`src/rtl/cell_guard_pkg.sv`:
```
// Shared constants for the cell protection controller: register addresses,
// bit positions inside the two host registers, and qualifier indices.
package cell_guard_pkg;
    localparam int DATA_W = 8;

    localparam logic ADDR_PROT = 1'b0;
    localparam logic ADDR_FEAT = 1'b1;

    // protection register bit positions
    localparam int B_CE  = 0;
    localparam int B_DE  = 1;
    localparam int B_CHG = 2;
    localparam int B_DSG = 3;
    localparam int B_DOC = 4;
    localparam int B_UV  = 5;
    localparam int B_OV  = 6;

    // feature register bit positions
    localparam int B_OT  = 0;
    localparam int B_PSF = 1;

    // qualifier indices
    localparam int NQ    = 4;
    localparam int QI_OV = 0;
    localparam int QI_UV = 1;
    localparam int QI_OC = 2;
    localparam int QI_SC = 3;
endpackage

```
`src/rtl/qual_timer.sv`:
```
// Fault qualification timer. It counts tick strobes while cond and en are
// both high and reports qual once DLY ticks have been seen. The count
// returns to zero as soon as cond or en drops. DLY=0 qualifies at once.
// Assumes cond is already synchronized to clk.
module qual_timer #(
    parameter int unsigned DLY = 4
) (
    input  logic clk,
    input  logic rst_n,
    input  logic en,
    input  logic tick,
    input  logic cond,
    output logic qual
);
    localparam int W = (DLY < 1) ? 1 : $clog2(DLY + 1);
    localparam logic [W-1:0] LIM = W'(DLY);

    logic [W-1:0] cnt;

    // count ticks while the condition persists, restart on dropout
    always_ff @(posedge clk) begin
        if (!rst_n)
            cnt <= '0;
        else if (!en || !cond)
            cnt <= '0;
        else if (tick && cnt != LIM)
            cnt <= cnt + 1'b1;
    end

    // condition held for the full delay
    always_comb qual = en && cond && (cnt == LIM);
endmodule

```
`src/rtl/guard_regs.sv`:
```
// Host-visible flag and permission bits. Host writes land at the clock
// edge. Hardware sets (fault flags, the wake forcing of CE/DE) and the
// switch-pin clear of PSF take priority over a host write in the same cycle.
module guard_regs
    import cell_guard_pkg::*;
(
    input  logic              clk,
    input  logic              rst_n,
    input  logic              wr_en,
    input  logic              wr_addr,
    input  logic [DATA_W-1:0] wr_data,
    input  logic              set_ov,
    input  logic              set_uv,
    input  logic              set_doc,
    input  logic              set_ot,
    input  logic              clr_psf,
    input  logic              force_en,
    output logic              ce,
    output logic              de,
    output logic              ov,
    output logic              uv,
    output logic              doc,
    output logic              ot,
    output logic              psf
);
    logic wr_prot, wr_feat;
    logic unused_bits;

    always_comb wr_prot = wr_en && (wr_addr == ADDR_PROT);
    always_comb wr_feat = wr_en && (wr_addr == ADDR_FEAT);
    assign unused_bits = ^{wr_data[DATA_W-1:B_OV+1], wr_data[B_DSG:B_CHG]};

    // protection register bits: host write, then hardware overrides
    always_ff @(posedge clk) begin
        if (!rst_n) begin
            ce  <= 1'b1;
            de  <= 1'b1;
            ov  <= 1'b0;
            uv  <= 1'b1;
            doc <= 1'b1;
        end else begin
            if (wr_prot) begin
                ce  <= wr_data[B_CE];
                de  <= wr_data[B_DE];
                ov  <= wr_data[B_OV];
                uv  <= wr_data[B_UV];
                doc <= wr_data[B_DOC];
            end
            if (force_en) begin
                ce <= 1'b1;
                de <= 1'b1;
            end
            if (set_ov)  ov  <= 1'b1;
            if (set_uv)  uv  <= 1'b1;
            if (set_doc) doc <= 1'b1;
        end
    end

    // feature register bits: host write, then hardware overrides
    always_ff @(posedge clk) begin
        if (!rst_n) begin
            ot  <= 1'b0;
            psf <= 1'b1;
        end else begin
            if (wr_feat) begin
                ot  <= wr_data[B_OT];
                psf <= wr_data[B_PSF];
            end
            if (set_ot)  ot  <= 1'b1;
            if (clr_psf) psf <= 1'b0;
        end
    end
endmodule

```
`src/rtl/cell_guard.sv`:
```
// Single-cell protection controller. It qualifies each fault with its own
// tick-counted delay, keeps a lockout per fault class, moves between active
// and sleep modes, and drives the FET, test-current and recovery-charge
// enables. Assumes all comparator inputs are synchronous to clk.
module cell_guard
    import cell_guard_pkg::*;
#(
    parameter int unsigned OV_DLY = 16,
    parameter int unsigned UV_DLY = 16,
    parameter int unsigned OC_DLY = 8,
    parameter int unsigned SC_DLY = 2
) (
    input  logic              clk,
    input  logic              rst_n,
    input  logic              tick,
    input  logic              cmp_ov,
    input  logic              cmp_below_ce,
    input  logic              cmp_uv,
    input  logic              cmp_sc,
    input  logic              cmp_oc,
    input  logic              pack_ok,
    input  logic              charger_on,
    input  logic              hot,
    input  logic              sw_low,
    input  logic              reg_wr,
    input  logic              reg_addr,
    input  logic [DATA_W-1:0] reg_wdata,
    output logic [DATA_W-1:0] reg_rdata,
    output logic              chg_en,
    output logic              dsg_en,
    output logic              test_en,
    output logic              rechg_en,
    output logic              active
);
    localparam int unsigned DLY_TAB [NQ] = '{OV_DLY, UV_DLY, OC_DLY, SC_DLY};

    logic [NQ-1:0] q_cond, q_hit;
    logic active_q, ov_lock, doc_lock, sc_lock;
    logic wake_req;
    logic ce_bit, de_bit, ov_flag, uv_flag, doc_flag, ot_flag, psf_flag;

    // qualifier inputs in package index order
    always_comb begin
        q_cond         = '0;
        q_cond[QI_OV]  = cmp_ov;
        q_cond[QI_UV]  = cmp_uv;
        q_cond[QI_OC]  = cmp_oc;
        q_cond[QI_SC]  = cmp_sc;
    end

    for (genvar g = 0; g < NQ; g++) begin : g_qual
        qual_timer #(.DLY(DLY_TAB[g])) u_qual (
            .clk  (clk),
            .rst_n(rst_n),
            .en   (active_q),
            .tick (tick),
            .cond (q_cond[g]),
            .qual (q_hit[g])
        );
    end

    // wake request evaluated only in sleep
    always_comb wake_req = !active_q && !cmp_sc &&
                           (sw_low || (!cmp_uv && charger_on));

    // mode and per-fault lockout state
    always_ff @(posedge clk) begin
        if (!rst_n) begin
            active_q <= 1'b1;
            ov_lock  <= 1'b0;
            doc_lock <= 1'b0;
            sc_lock  <= 1'b0;
        end else if (!active_q) begin
            if (wake_req) begin
                active_q <= 1'b1;
                ov_lock  <= cmp_ov;
                doc_lock <= 1'b0;
                sc_lock  <= 1'b0;
            end
        end else if (q_hit[QI_UV]) begin
            active_q <= 1'b0;
            ov_lock  <= 1'b0;
            doc_lock <= 1'b0;
            sc_lock  <= 1'b0;
        end else begin
            if (q_hit[QI_OV])
                ov_lock <= 1'b1;
            else if (cmp_below_ce || cmp_oc)
                ov_lock <= 1'b0;
            if (q_hit[QI_OC] || q_hit[QI_SC])
                doc_lock <= 1'b1;
            else if (pack_ok)
                doc_lock <= 1'b0;
            if (q_hit[QI_SC])
                sc_lock <= 1'b1;
            else if (pack_ok)
                sc_lock <= 1'b0;
        end
    end

    guard_regs u_regs (
        .clk     (clk),
        .rst_n   (rst_n),
        .wr_en   (reg_wr),
        .wr_addr (reg_addr),
        .wr_data (reg_wdata),
        .set_ov  (q_hit[QI_OV] || (wake_req && cmp_ov)),
        .set_uv  (q_hit[QI_UV]),
        .set_doc (q_hit[QI_OC] || q_hit[QI_SC]),
        .set_ot  (hot),
        .clr_psf (sw_low),
        .force_en(wake_req),
        .ce      (ce_bit),
        .de      (de_bit),
        .ov      (ov_flag),
        .uv      (uv_flag),
        .doc     (doc_flag),
        .ot      (ot_flag),
        .psf     (psf_flag)
    );

    // FET and auxiliary enables; temperature acts without a clock edge
    always_comb begin
        chg_en   = active_q && ce_bit && !ov_lock && !doc_lock && !ot_flag && !hot;
        dsg_en   = active_q && de_bit && !doc_lock && !ot_flag && !hot;
        test_en  = active_q && doc_lock;
        rechg_en = active_q && sc_lock;
        active   = active_q;
    end

    // host read multiplexer
    always_comb begin
        reg_rdata = '0;
        if (reg_addr == ADDR_PROT) begin
            reg_rdata[B_CE]  = ce_bit;
            reg_rdata[B_DE]  = de_bit;
            reg_rdata[B_CHG] = chg_en;
            reg_rdata[B_DSG] = dsg_en;
            reg_rdata[B_DOC] = doc_flag;
            reg_rdata[B_UV]  = uv_flag;
            reg_rdata[B_OV]  = ov_flag;
        end else begin
            reg_rdata[B_OT]  = ot_flag;
            reg_rdata[B_PSF] = psf_flag;
        end
    end
endmodule

```
`config.mk`:
```
export PLATFORM = sky130hd
export DESIGN_NAME = cell_guard
export DESIGN_NICKNAME = d
export VERILOG_FILES = /design/src/rtl/cell_guard_pkg.sv /design/src/rtl/qual_timer.sv /design/src/rtl/guard_regs.sv /design/src/rtl/cell_guard.sv
export SDC_FILE = /design/constraint.sdc
export NUM_CORES = 1
export LEC_CHECK = 0
export ABC_AREA = 1
export ABC_CLOCK_PERIOD_IN_PS = 3440
export BUFFER_PORTS_ARGS = -buffer_cell sky130_fd_sc_hd__buf_2
export CAP_MARGIN = 15
export CELL_PAD_IN_SITES_DETAIL_PLACEMENT = 1
export CELL_PAD_IN_SITES_GLOBAL_PLACEMENT = 1
export CORE_ASPECT_RATIO = 0.9
export CORE_MARGIN = 2
export CORE_UTILIZATION = 42
export CTS_BUF_LIST = sky130_fd_sc_hd__clkbuf_8
export DETAILED_ROUTE_END_ITERATION = 12
export PLACE_DENSITY_LB_ADDON = 0.15
export SYNTH_ARGS = -nofsm -noshare
export SYNTH_HDL_FRONTEND = slang
export SYNTH_SLANG_ARGS = --single-unit
export TNS_END_PERCENT = 5
```
`constraint.sdc`:
```
create_clock -name clk -period 3.44 [get_ports clk]
set_input_delay 0.516 -clock clk [delete_from_list [all_inputs] [get_ports clk]]
set_output_delay 0.516 -clock clk [all_outputs]
set_load 0.02 [all_outputs]
```
Word level (Yosys, flattened, before mapping)

Index checks and enable logic that the tools add are counted.

Memories kept: 0
Word-level logic and storage cells: 116
Output and inout port bits: 13
Flip-flop bits (word level): 27
Bits in read-only memories: 0
Memory bits (writable): 0
Bits of input ports: 22
Bits in latches: 0

Eq/ne operators: 11
Bitwise logic cells: 2
$add $sub $neg: 4
$mul: 0
Div/mod/pow operators: 0
Shifts and indexed selects: 0
Reductions and logical operators: 60
Multiplexer cells: 24
Order comparisons: 0

Operator list:

| operator                                                        | number |
|---|---|
| 1-bit logical AND                                               | 29 |
| 1-bit 2-to-1 mux                                                | 22 |
| 2-bit OR reduction                                              | 7 |
| 5-bit by 1-bit adder with 5-bit output, second input constant   | 2 |
| 5-bit == test, second input constant                            | 2 |
| 5-bit != test, second input constant                            | 2 |
| 1-bit logical NOT                                               | 9 |
| 1-bit logical OR                                                | 8 |
| 4-bit by 2-bit != test with 1-bit output, second input constant | 2 |
| 2-bit nonzero test                                              | 4 |
| 2-bit AND reduction                                             | 3 |
| 5-bit 2-to-1 mux                                                | 1 |
| 4-bit by 1-bit adder with 4-bit output, second input constant   | 1 |
| 4-bit == test, second input constant                            | 1 |
| 4-bit by 1-bit != test with 1-bit output, second input constant | 1 |
| 4-bit != test, second input constant                            | 1 |
| 2-bit by 1-bit adder with 2-bit output, second input constant   | 1 |
| 2-bit == test, second input constant                            | 1 |
| 2-bit 2-to-1 mux                                                | 1 |
| 2-bit != test, second input constant                            | 1 |
| 1-bit inverter                                                  | 2 |

Logic depth before layout (Yosys ltp)

Gate-level depths: netlist (run 1).

Depth in word-level cells: 7
Gate-level depth with buffers: 10
Depth with buffers taken out: 10

Cells and area by module

From an unflattened synthesis (run 1), not the netlist that was laid out.

Cell total of the unflattened synthesis: 253
Area, all modules: 1625.3 sq um

By module, submodules not included:

| module                            | times used | area an instance (sq um) | cells an instance | seq. area each (sq um) |
|---|---|---|---|---|
| qual_timer (g_qual[0].u_qual ...) | 2          | 289.0                    | 44                | 100.1 |
| cell_guard                        | 1          | 394.1                    | 69                | 80.1 |
| guard_regs                        | 1          | 304.0                    | 42                | 140.1 |
| qual_timer (g_qual[2].u_qual)     | 1          | 231.5                    | 35                | 80.1 |
| qual_timer (g_qual[3].u_qual)     | 1          | 117.6                    | 19                | 40.0 |

Least setup slack after synthesis (run 1)

Ideal clock, no wire load.

Kind: register -> output
From: reg active_q (netlist: active)
To: out reg_rdata[2]
Required time: 2924 ps
Path buffers: 1
Path slack: 1508 ps
Data arrival time: 1416 ps
Stages on the path, launching flop included: 4
Cells stage by stage: dfxtp_1 -> buf_6 -> nand2_1 -> nor4_1

Word-level cells in the longest chain between the ends: 6

RTL lines:

| item                           | line              | text |
|---|---|---|
| start, declared                | cell_guard.sv:38  | `logic active_q, ov_lock, doc_lock, sc_lock;` |
| start signal, assigned         | cell_guard.sv:69  | `active_q <= 1'b1;` |
| start signal, assigned         | cell_guard.sv:75  | `active_q <= 1'b1;` |
| start signal, assigned         | cell_guard.sv:81  | `active_q <= 1'b0;` |
| 1-bit logical AND (5 in a row) | cell_guard.sv:124 | `chg_en = active_q && ce_bit && !ov_lock && !doc_lock && !ot_flag && !hot;` |
| 5-bit 2-to-1 mux               | cell_guard.sv:134 | `if (reg_addr == ADDR_PROT) begin` |
| end, declared                  | cell_guard.sv:28  | `output logic [DATA_W-1:0] reg_rdata,` |

No other way between the ends.

Worst setup path after layout (run 1)

Ends and elaborated chain as after synthesis.

==> results of run 1 <==
==> logic make-up after synthesis <==
| family | count (synthesis) |
|---|---|
| flops | 27 |
| simple gates | 96 |
| fa+ha+maj | 7 |
| other cells | 1 |
| compound gates | 38 |
| xor+xnor | 4 |
| buf+inv | 44 |
==> per-layer routing <==
layer	track usage, %	share of wire, %	vias to the layer above
li1	-	-	749
met1	26.18	50	644
met2	37.86	45	26
met3	4.638	4.2	2
met4	2.624	0.38	0
met5	0	0	-
==> sequential cells by signal, summed over array words and instances, names as in the netlist <==
register,flops
active,1
doc_lock,1
g_qual.u_qual.cnt,16
ov_lock,1
sc_lock,1
u_regs.ce,1
u_regs.de,1
u_regs.doc,1
u_regs.ot,1
u_regs.ov,1
u_regs.psf,1
u_regs.uv,1
==> critical path: cells and delay by family, from the launching register on <==
| family | cells | cell delay (ns) |
|---|---|---|
| buf+inv | 1 | 0.21 |
| flops | 1 | 0.69 |
| simple gates | 2 | 0.39 |
==> worst paths after layout <==
check | from | slack, ns | depth (start not counted) | endpoint
setup / recovery | active$_SDFF_PN1_ | 1.35 | 3 | reg_rdata[2]
hold / removal | reg_wdata[4] | 0.48 | 3 | u_regs.doc$_SDFFE_PP1P_
hold reg to reg | g_qual[3].u_qual.cnt[0]$_SDFFE_PP0P_ | 0.50 | 2 | g_qual[3].u_qual.cnt[0]$_SDFFE_PP0P_
setup reg to reg | active$_SDFF_PN1_ | 1.86 | 7 | ov_lock$_SDFFE_PN0P_
==> synth_stat cells, types with 3 or more instances <==
cell	instances
nand3_1	13
xor2_1	4
inv_1	37
dfxtp_1	27
nand3_2	3
o21ai_0	16
a21oi_1	14
nor2_1	23
nand2_1	44
ha_1	7
nor3_1	3
nand2_2	4
==> area by class of cell <==
cell class | count | area [um^2] | area share, %
Clock buffer | 3 | 41.29 | 2.405
Clock inverter | 1 | 5.005 | 0.2915
Inverter | 40 | 152.6 | 8.892
Multi-Input combinational cell | 146 | 772.0 | 44.97
Sequential cell | 27 | 540.5 | 31.49
Tap cell | 44 | 55.05 | 3.207
Timing Repair Buffer | 30 | 150.1 | 8.746
==> power by group <==
part           switching [mW]  internal [mW]  total (mW)  leakage, nW
clock network           0.101         0.0813       0.182       0.0255
registers             0.00623          0.323       0.329        0.220
logic                  0.0603         0.0330      0.0933        0.624
total                   0.168          0.437       0.605        0.870
==> results.json, run 1 <==
{
  "status": "completed",
  "fin_area_um2": 1717,
  "power_density_nw_per_um2": 352.1,
  "finClkSkew_ns": 0.007955,
  "drive_gt1_share_pct": 19.03,
  "seq_area_frac_synth_pct": 36.18,
  "post_cts_resized": 0,
  "synth_flop_cell": "dfxtp_1",
  "fillers": 470,
  "io_buffers": 30,
  "stdcell_count": 291,
  "htree_num_levels": 1,
  "synth-edff-count": 0,
  "peakVddDrop_uv": 313.1,
  "slowest_delay_ns": 0.69,
  "ios": 35,
  "fin_crit_sh_pct": 60.64,
  "synth.avg_cell_area_um2": 6.884,
  "worstPathMaxFanout": 14,
  "max-slew-margin-rel_pct": 62.46,
  "max_cap_viol_count": 0,
  "drc": 0,
  "drtIter0Drc": 49,
  "syn-num-nets": 246,
  "grt_pass1_vias": 1505,
  "numCtsBuffers": 3,
  "dieArea_um2": 4051,
  "grt_usage_pct": 20.81,
  "synth_seq_cells": 27,
  "routed_via_density": 4.883,
  "hold_violations": 0,
  "max_freq_mhz": 479.4,
  "placed_area_um2": 1670,
  "synth_top_area_cell": "dfxtp_1",
  "min_path_type": "input pin to register",
  "syn_to_final_growth_pct": 14.91,
  "final_common_cell": "nand2_1",
  "ant_nets": 0,
  "wl_um": 3681,
  "fin_nets": 277,
  "cp_slowest_cell": "dfxtp_1",
  "slew_violations": 0,
  "core_area_um2": 3403,
  "routedWlPerCell_um": 12.65,
  "hpwlAfterDp_um": 2883,
  "criticalPathCategory": "register to output pin",
  "crit_chain": "nand2_1 > nor4_1 > buf_2",
  "arrival_ns": 1.57,
  "clk_path_buf_depth": 2,
  "power_mw": 0.6045,
  "synth_cell_types": 28,
  "insertedDiodeCount": 0,
  "required_ns": 2.92,
  "firstDrtPassIters": 4,
  "synth_compound_area_share_pct": 14.07,
  "antenna_found_initial": 0,
  "start_util_pct": 43.90,
  "holdBufCountCts": 0,
  "synthCells": 217,
  "synth-simple-area-share_pct": 29.15,
  "grt_start_max_net_pins": 16,
  "yosys.area.top_type_share_pct": 36.18,
  "overflow": 0,
  "rows": 20,
  "cts_root_buffer": "clkbuf_8",
  "report.final.setup_viol": 0,
  "clk_pin_slew_worst_paths_ns": 0.10,
  "clock_latency_ns": 0.28,
  "synth_fa_ha_area_share_pct": 5.863,
  "clkSinkCount": 27,
  "layout_common_cells": "44 x nand2_1, 37 x inv_1, 30 x buf_2, 27 x dfxtp_1, 23 x nor2_1",
  "dpl_worst_slack_ns": 1.682,
  "finalCriticalPeriod_ns": 2.086,
  "rsz0062_at_grt": "false",
  "yosys_warnings": 0,
  "worst_pin_slew_ns": 0.5624,
  "fin_util_pct": 50.44,
  "gp_congestion": 0.8076,
  "ys_top_cells_by_area": "dfxtp_1 36%, nand2_1 11%, inv_1 9.3%",
  "cts_tree": "built",
  "die_h_um": 60.58,
  "placed_cells": 287,
  "die_w_um": 66.87,
  "tns_ns": 0,
  "leakagePower_nw": 0.8701,
  "holdWs_ns": 0.4806,
  "cts_setup_buffers": 0,
  "synthArstFlopShare_pct": 0,
  "synth_xor_area_share_pct": 2.345,
  "fin_ws_ns": 1.354,
  "cp-start-kind": "register",
  "synthesis.area_um2": 1494,
  "synth_top_family_by_area": "simple AND/OR/NAND/NOR gates",
  "vias": 1421,
  "synthMuxAreaShare_pct": 0,
  "grt_pass1_wl_um": 6520,
  "cp-end-kind": "output pin"
}
Note: power is estimated with default switching activity, not from simulation.
==> run 2, diff against run 1 <==
ABC_CLOCK_PERIOD_IN_PS = 2150   (was 3440)
CORE_UTILIZATION = 39   (was 42)
clock period = 2.15 ns   (was 3.44 ns; I/O delays follow)
==> results.json, run 2 (synthesis results as in run 1) <==
{
  "hold_violations": 0,
  "drtIter0Drc": 16,
  "max_cap_viol_count": 0,
  "holdBufCountCts": 0,
  "grt_pass1_vias": 1337,
  "die_h_um": 62.72,
  "vias": 1428,
  "clk_pin_slew_worst_paths_ns": 0.10,
  "io_buffers": 30,
  "finClkSkew_ns": 0.002770,
  "criticalPathCategory": "register to output pin",
  "fin_area_um2": 1729,
  "post_cts_resized": 0,
  "grt_usage_pct": 16.81,
  "grt_start_max_net_pins": 17,
  "hpwlAfterDp_um": 2793,
  "drc": 0,
  "cts_setup_buffers": 0,
  "dieArea_um2": 4342,
  "largest-register": "g_qual.u_qual.cnt",
  "fin_crit_sh_pct": 74.46,
  "power_density_nw_per_um2": 561.3,
  "required_ns": 1.83,
  "final_common_cell": "nand2_1",
  "start_util_pct": 40.32,
  "finalCriticalPeriod_ns": 1.601,
  "cts_root_buffer": "clkbuf_8",
  "overflow": 0,
  "rsz0062_at_grt": "false",
  "max_freq_mhz": 624.6,
  "numCtsBuffers": 3,
  "largest_reg_flops": 16,
  "min_to": "u_regs.doc$_SDFFE_PP1P_",
  "hold_depth": 3,
  "placed_area_um2": 1680,
  "tns_ns": 0,
  "arrival_ns": 1.28,
  "min_from": "reg_wdata[4]",
  "rows": 21,
  "grt_pass1_wl_um": 6030,
  "report.final.setup_viol": 0,
  "peakVddDrop_uv": 356.4,
  "cts_tree": "built",
  "clock_latency_ns": 0.27,
  "layout_common_cells": "44 x nand2_1, 37 x inv_1, 30 x buf_2, 27 x dfxtp_1, 23 x nor2_1",
  "r2r_setup_slack_ns": 0.82,
  "leakagePower_nw": 0.8704,
  "r2r_end": "u_regs.de$_SDFFE_PP1P_",
  "routed_via_density": 4.857,
  "slew_violations": 0,
  "firstDrtPassIters": 4,
  "die_w_um": 69.24,
  "cp-start-kind": "register",
  "gp_congestion": 0.7456,
  "fillers": 508,
  "clkSinkCount": 27,
  "min_path_type": "input pin to register",
  "worstPathMaxFanout": 7,
  "drive_gt1_share_pct": 19.35,
  "rr_worst_depth": 6,
  "insertedDiodeCount": 0,
  "ios": 35,
  "ant_nets": 0,
  "cp-end-kind": "output pin",
  "status": "completed",
  "antenna_found_initial": 0,
  "fin_nets": 278,
  "routedWlPerCell_um": 11.76,
  "wl_um": 3456,
  "core_area_um2": 3705,
  "htree_num_levels": 1,
  "syn_to_final_growth_pct": 15.75,
  "reg2reg_from": "active$_SDFF_PN1_",
  "clk_path_buf_depth": 2
}
-- run 2: cell type report --
| class | instances | area (um^2) | share of cell area, % |
|---|---|---|---|
| multi-input cells | 146 | 772.0 | 44.65 |
| flip-flops and latches | 27 | 540.5 | 31.26 |
| repair buffers | 31 | 157.7 | 9.117 |
| inverters | 40 | 152.6 | 8.828 |
| well taps | 46 | 57.56 | 3.329 |
| clock buffers | 3 | 41.29 | 2.388 |
| clock inverters | 1 | 7.507 | 0.4342 |
-- run 2: stage by stage --
stage	setup slack, ns	std cells	total power [mW]	hold slack (ns)	util, %
3_5_place_dp	0.8150	290	0.6879	0.4692	45.36
4_1_cts	0.5122	294	0.9857	0.2852	46.67
3_3_place_gp	0.8421	290	0.6836	0.4688	45.36
2_1_floorplan	0.4113	217	0.6335	0.4067	-
5_1_grt	0.3731	294	1.026	0.3020	46.67
6_report	0.5491	294	0.9705	0.2853	46.67
-- run 2: worst max-delay path by stage --
| stage | end | from | slack, ns |
|---|---|---|---|
| global placement | g_qual[2].u_qual.cnt[3]$_SDFFE_PP0P_ | g_qual[2].u_qual.cnt[0]$_SDFFE_PP0P_ | 0.84 |
| floorplan | reg_rdata[2] | active$_SDFF_PN1_ | 0.41 |
| detailed placement | u_regs.de$_SDFFE_PP1P_ | active$_SDFF_PN1_ | 0.82 |
| finish | reg_rdata[2] | active$_SDFF_PN1_ | 0.55 |
| CTS | reg_rdata[2] | active$_SDFF_PN1_ | 0.51 |
| global route | reg_rdata[3] | active$_SDFF_PN1_ | 0.37 |
-- run 2: metal layers --
metal	wire length, um	vias to the layer above	part of all wire, %	track usage [%]
met3	128	2	3.7	3.710
met4	18	0	0.52	2.941
met1	1755	656	51	23.01
met2	1554	21	45	27.52
met5	0	-	0	0
li1	-	749	-	-
-- run 2: worst max-delay path, stage by stage, from the launching register on --
cell and delay, ns:
dfxtp_1 0.47, nand2_1 0.11, nor4_1 0.22, buf_2 0.21
-- run 2: where the power goes --
| group | switching (mW) | internal (mW) |
|---|---|---|
| logic | 0.0950 | 0.0528 |
| clock network | 0.165 | 0.132 |
| registers | 0.0100 | 0.516 |
==> run 3, diff against run 2 <==
ABC_CLOCK_PERIOD_IN_PS = 1600   (was 2150)
clock period = 1.6 ns   (was 2.15 ns; I/O delays follow)
==> results.json, run 3 (synthesis results as in run 1) <==
{
  "grt_start_max_net_pins": 16,
  "power_density_nw_per_um2": 750.1,
  "firstDrtPassIters": 4,
  "finalCriticalPeriod_ns": 1.415,
  "layout_common_cells": "44 x nand2_1, 37 x inv_1, 30 x buf_2, 26 x dfxtp_1, 23 x nor2_1",
  "largest-register": "g_qual.u_qual.cnt",
  "criticalPathCategory": "register to output pin",
  "routed_via_density": 4.830,
  "required_ns": 1.36,
  "dpl_worst_slack_ns": 0.2822,
  "core_area_um2": 3705,
  "max_cap_viol_count": 0,
  "final_common_cell": "nand2_1",
  "wl_um": 3393,
  "overflow": 0,
  "io_buffers": 30,
  "worstPathMaxFanout": 6,
  "status": "completed",
  "rows": 21,
  "clk_path_buf_depth": 2,
  "grt_pass1_wl_um": 5865,
  "cts_setup_buffers": 0,
  "cts_tree": "built",
  "hpwlAfterDp_um": 2760,
  "numCtsBuffers": 3,
  "fin_area_um2": 1734,
  "arrival_ns": 1.17,
  "clk_pin_slew_worst_paths_ns": 0.10,
  "placed_cells": 290,
  "placed_area_um2": 1687,
  "slew_violations": 0,
  "vias": 1420,
  "finClkSkew_ns": 0.006321,
  "start_util_pct": 40.32,
  "drive_gt1_share_pct": 20.16,
  "ant_nets": 0,
  "cp-end-kind": "output pin",
  "min_path_type": "input pin to register",
  "routedWlPerCell_um": 11.54,
  "antenna_found_initial": 0,
  "fin_nets": 278,
  "cp-start-kind": "register",
  "grt_usage_pct": 16.33,
  "drc": 0,
  "syn_to_final_growth_pct": 16.08,
  "max_freq_mhz": 706.8,
  "fin_crit_sh_pct": 88.43,
  "gp_congestion": 0.7394,
  "htree_num_levels": 1,
  "ios": 35,
  "dieArea_um2": 4342,
  "grt_pass1_vias": 1406,
  "stdcell_count": 294,
  "rsz0062_at_grt": "false",
  "drtIter0Drc": 41,
  "tns_ns": 0,
  "clkSinkCount": 27,
  "insertedDiodeCount": 0,
  "die_h_um": 62.72,
  "hold_violations": 0,
  "fin_ws_ns": 0.1852,
  "leakagePower_nw": 0.8744,
  "cts_root_buffer": "clkbuf_8",
  "report.final.setup_viol": 0,
  "clock_latency_ns": 0.28,
  "largest_reg_flops": 16,
  "die_w_um": 69.24,
  "peakVddDrop_uv": 381.5
}
[run 3: changes by cell type in the layout (fill, tap and decap cells not counted), sizes merged]
cell,change
clkinvlp,-1
clkinv,+1
[run 3: report_power, final]
group          internal (mW)  leakage (nW)  switching, mW
clock                  0.175        0.0255          0.219
combinational         0.0714         0.629          0.129
sequential             0.694         0.220         0.0130
total                  0.940         0.874          0.361
[run 3: repair_timing]
action | in CTS | in global routing
setup endpoints to repair | 0 | 1
hold buffers | 0 | 0
resized for setup | 0 | 1
[run 3: worst max-delay path, cell delays in order (launching register included)]
cell     delay [ns]
dfxtp_2        0.40
nand3_1        0.12
nor4_1         0.18
buf_2          0.21
[run 3: metrics by stage]
| stage | utilization [%] | hold WS [ns] | total power, mW |
|---|---|---|---|
| after floorplan | - | 0.3242 | 0.8529 |
| after global placement | 45.53 | 0.4699 | 0.9198 |
| after detailed placement | 45.53 | 0.4765 | 0.9252 |
| after CTS | 46.77 | 0.2166 | 1.326 |
| after global routing | 46.81 | 0.2162 | 1.377 |
| final | 46.81 | 0.2162 | 1.301 |
[run 3: layout make-up]
type                            count  area [um^2]
Fill cell                         513         1971
Multi-Input combinational cell    146        778.2
Sequential cell                    27        541.8
Timing Repair Buffer               31        157.7
Inverter                           40        152.6
Tap cell                           46        57.56
Clock buffer                        3        41.29
Clock inverter                      1        5.005
[run 3: path summary, 6_finish.rpt]
| path | from | end | slack, ns | depth (start not counted) |
|---|---|---|---|---|
| max | active$_SDFF_PN1_ | reg_rdata[3] | 0.19 | 3 |
| min | reg_wdata[4] | u_regs.doc$_SDFFE_PP1P_ | 0.22 | 3 |
| max reg2reg | g_qual[1].u_qual.cnt[0]$_SDFFE_PP0P_ | ov_lock$_SDFFE_PN0P_ | 0.29 | 8 |
| min reg2reg | g_qual[2].u_qual.cnt[0]$_SDFFE_PP0P_ | g_qual[2].u_qual.cnt[0]$_SDFFE_PP0P_ | 0.49 | 2 |
[run 3: metal layers]
metal / GRT usage [%] / vias to the layer above / wire (um)
met3: 4.677 / 2 / 151
li1: - / 751 / -
met5: 0 / - / 0
met2: 28.25 / 22 / 1510
met4: 2.941 / 0 / 19
met1: 20.42 / 645 / 1711
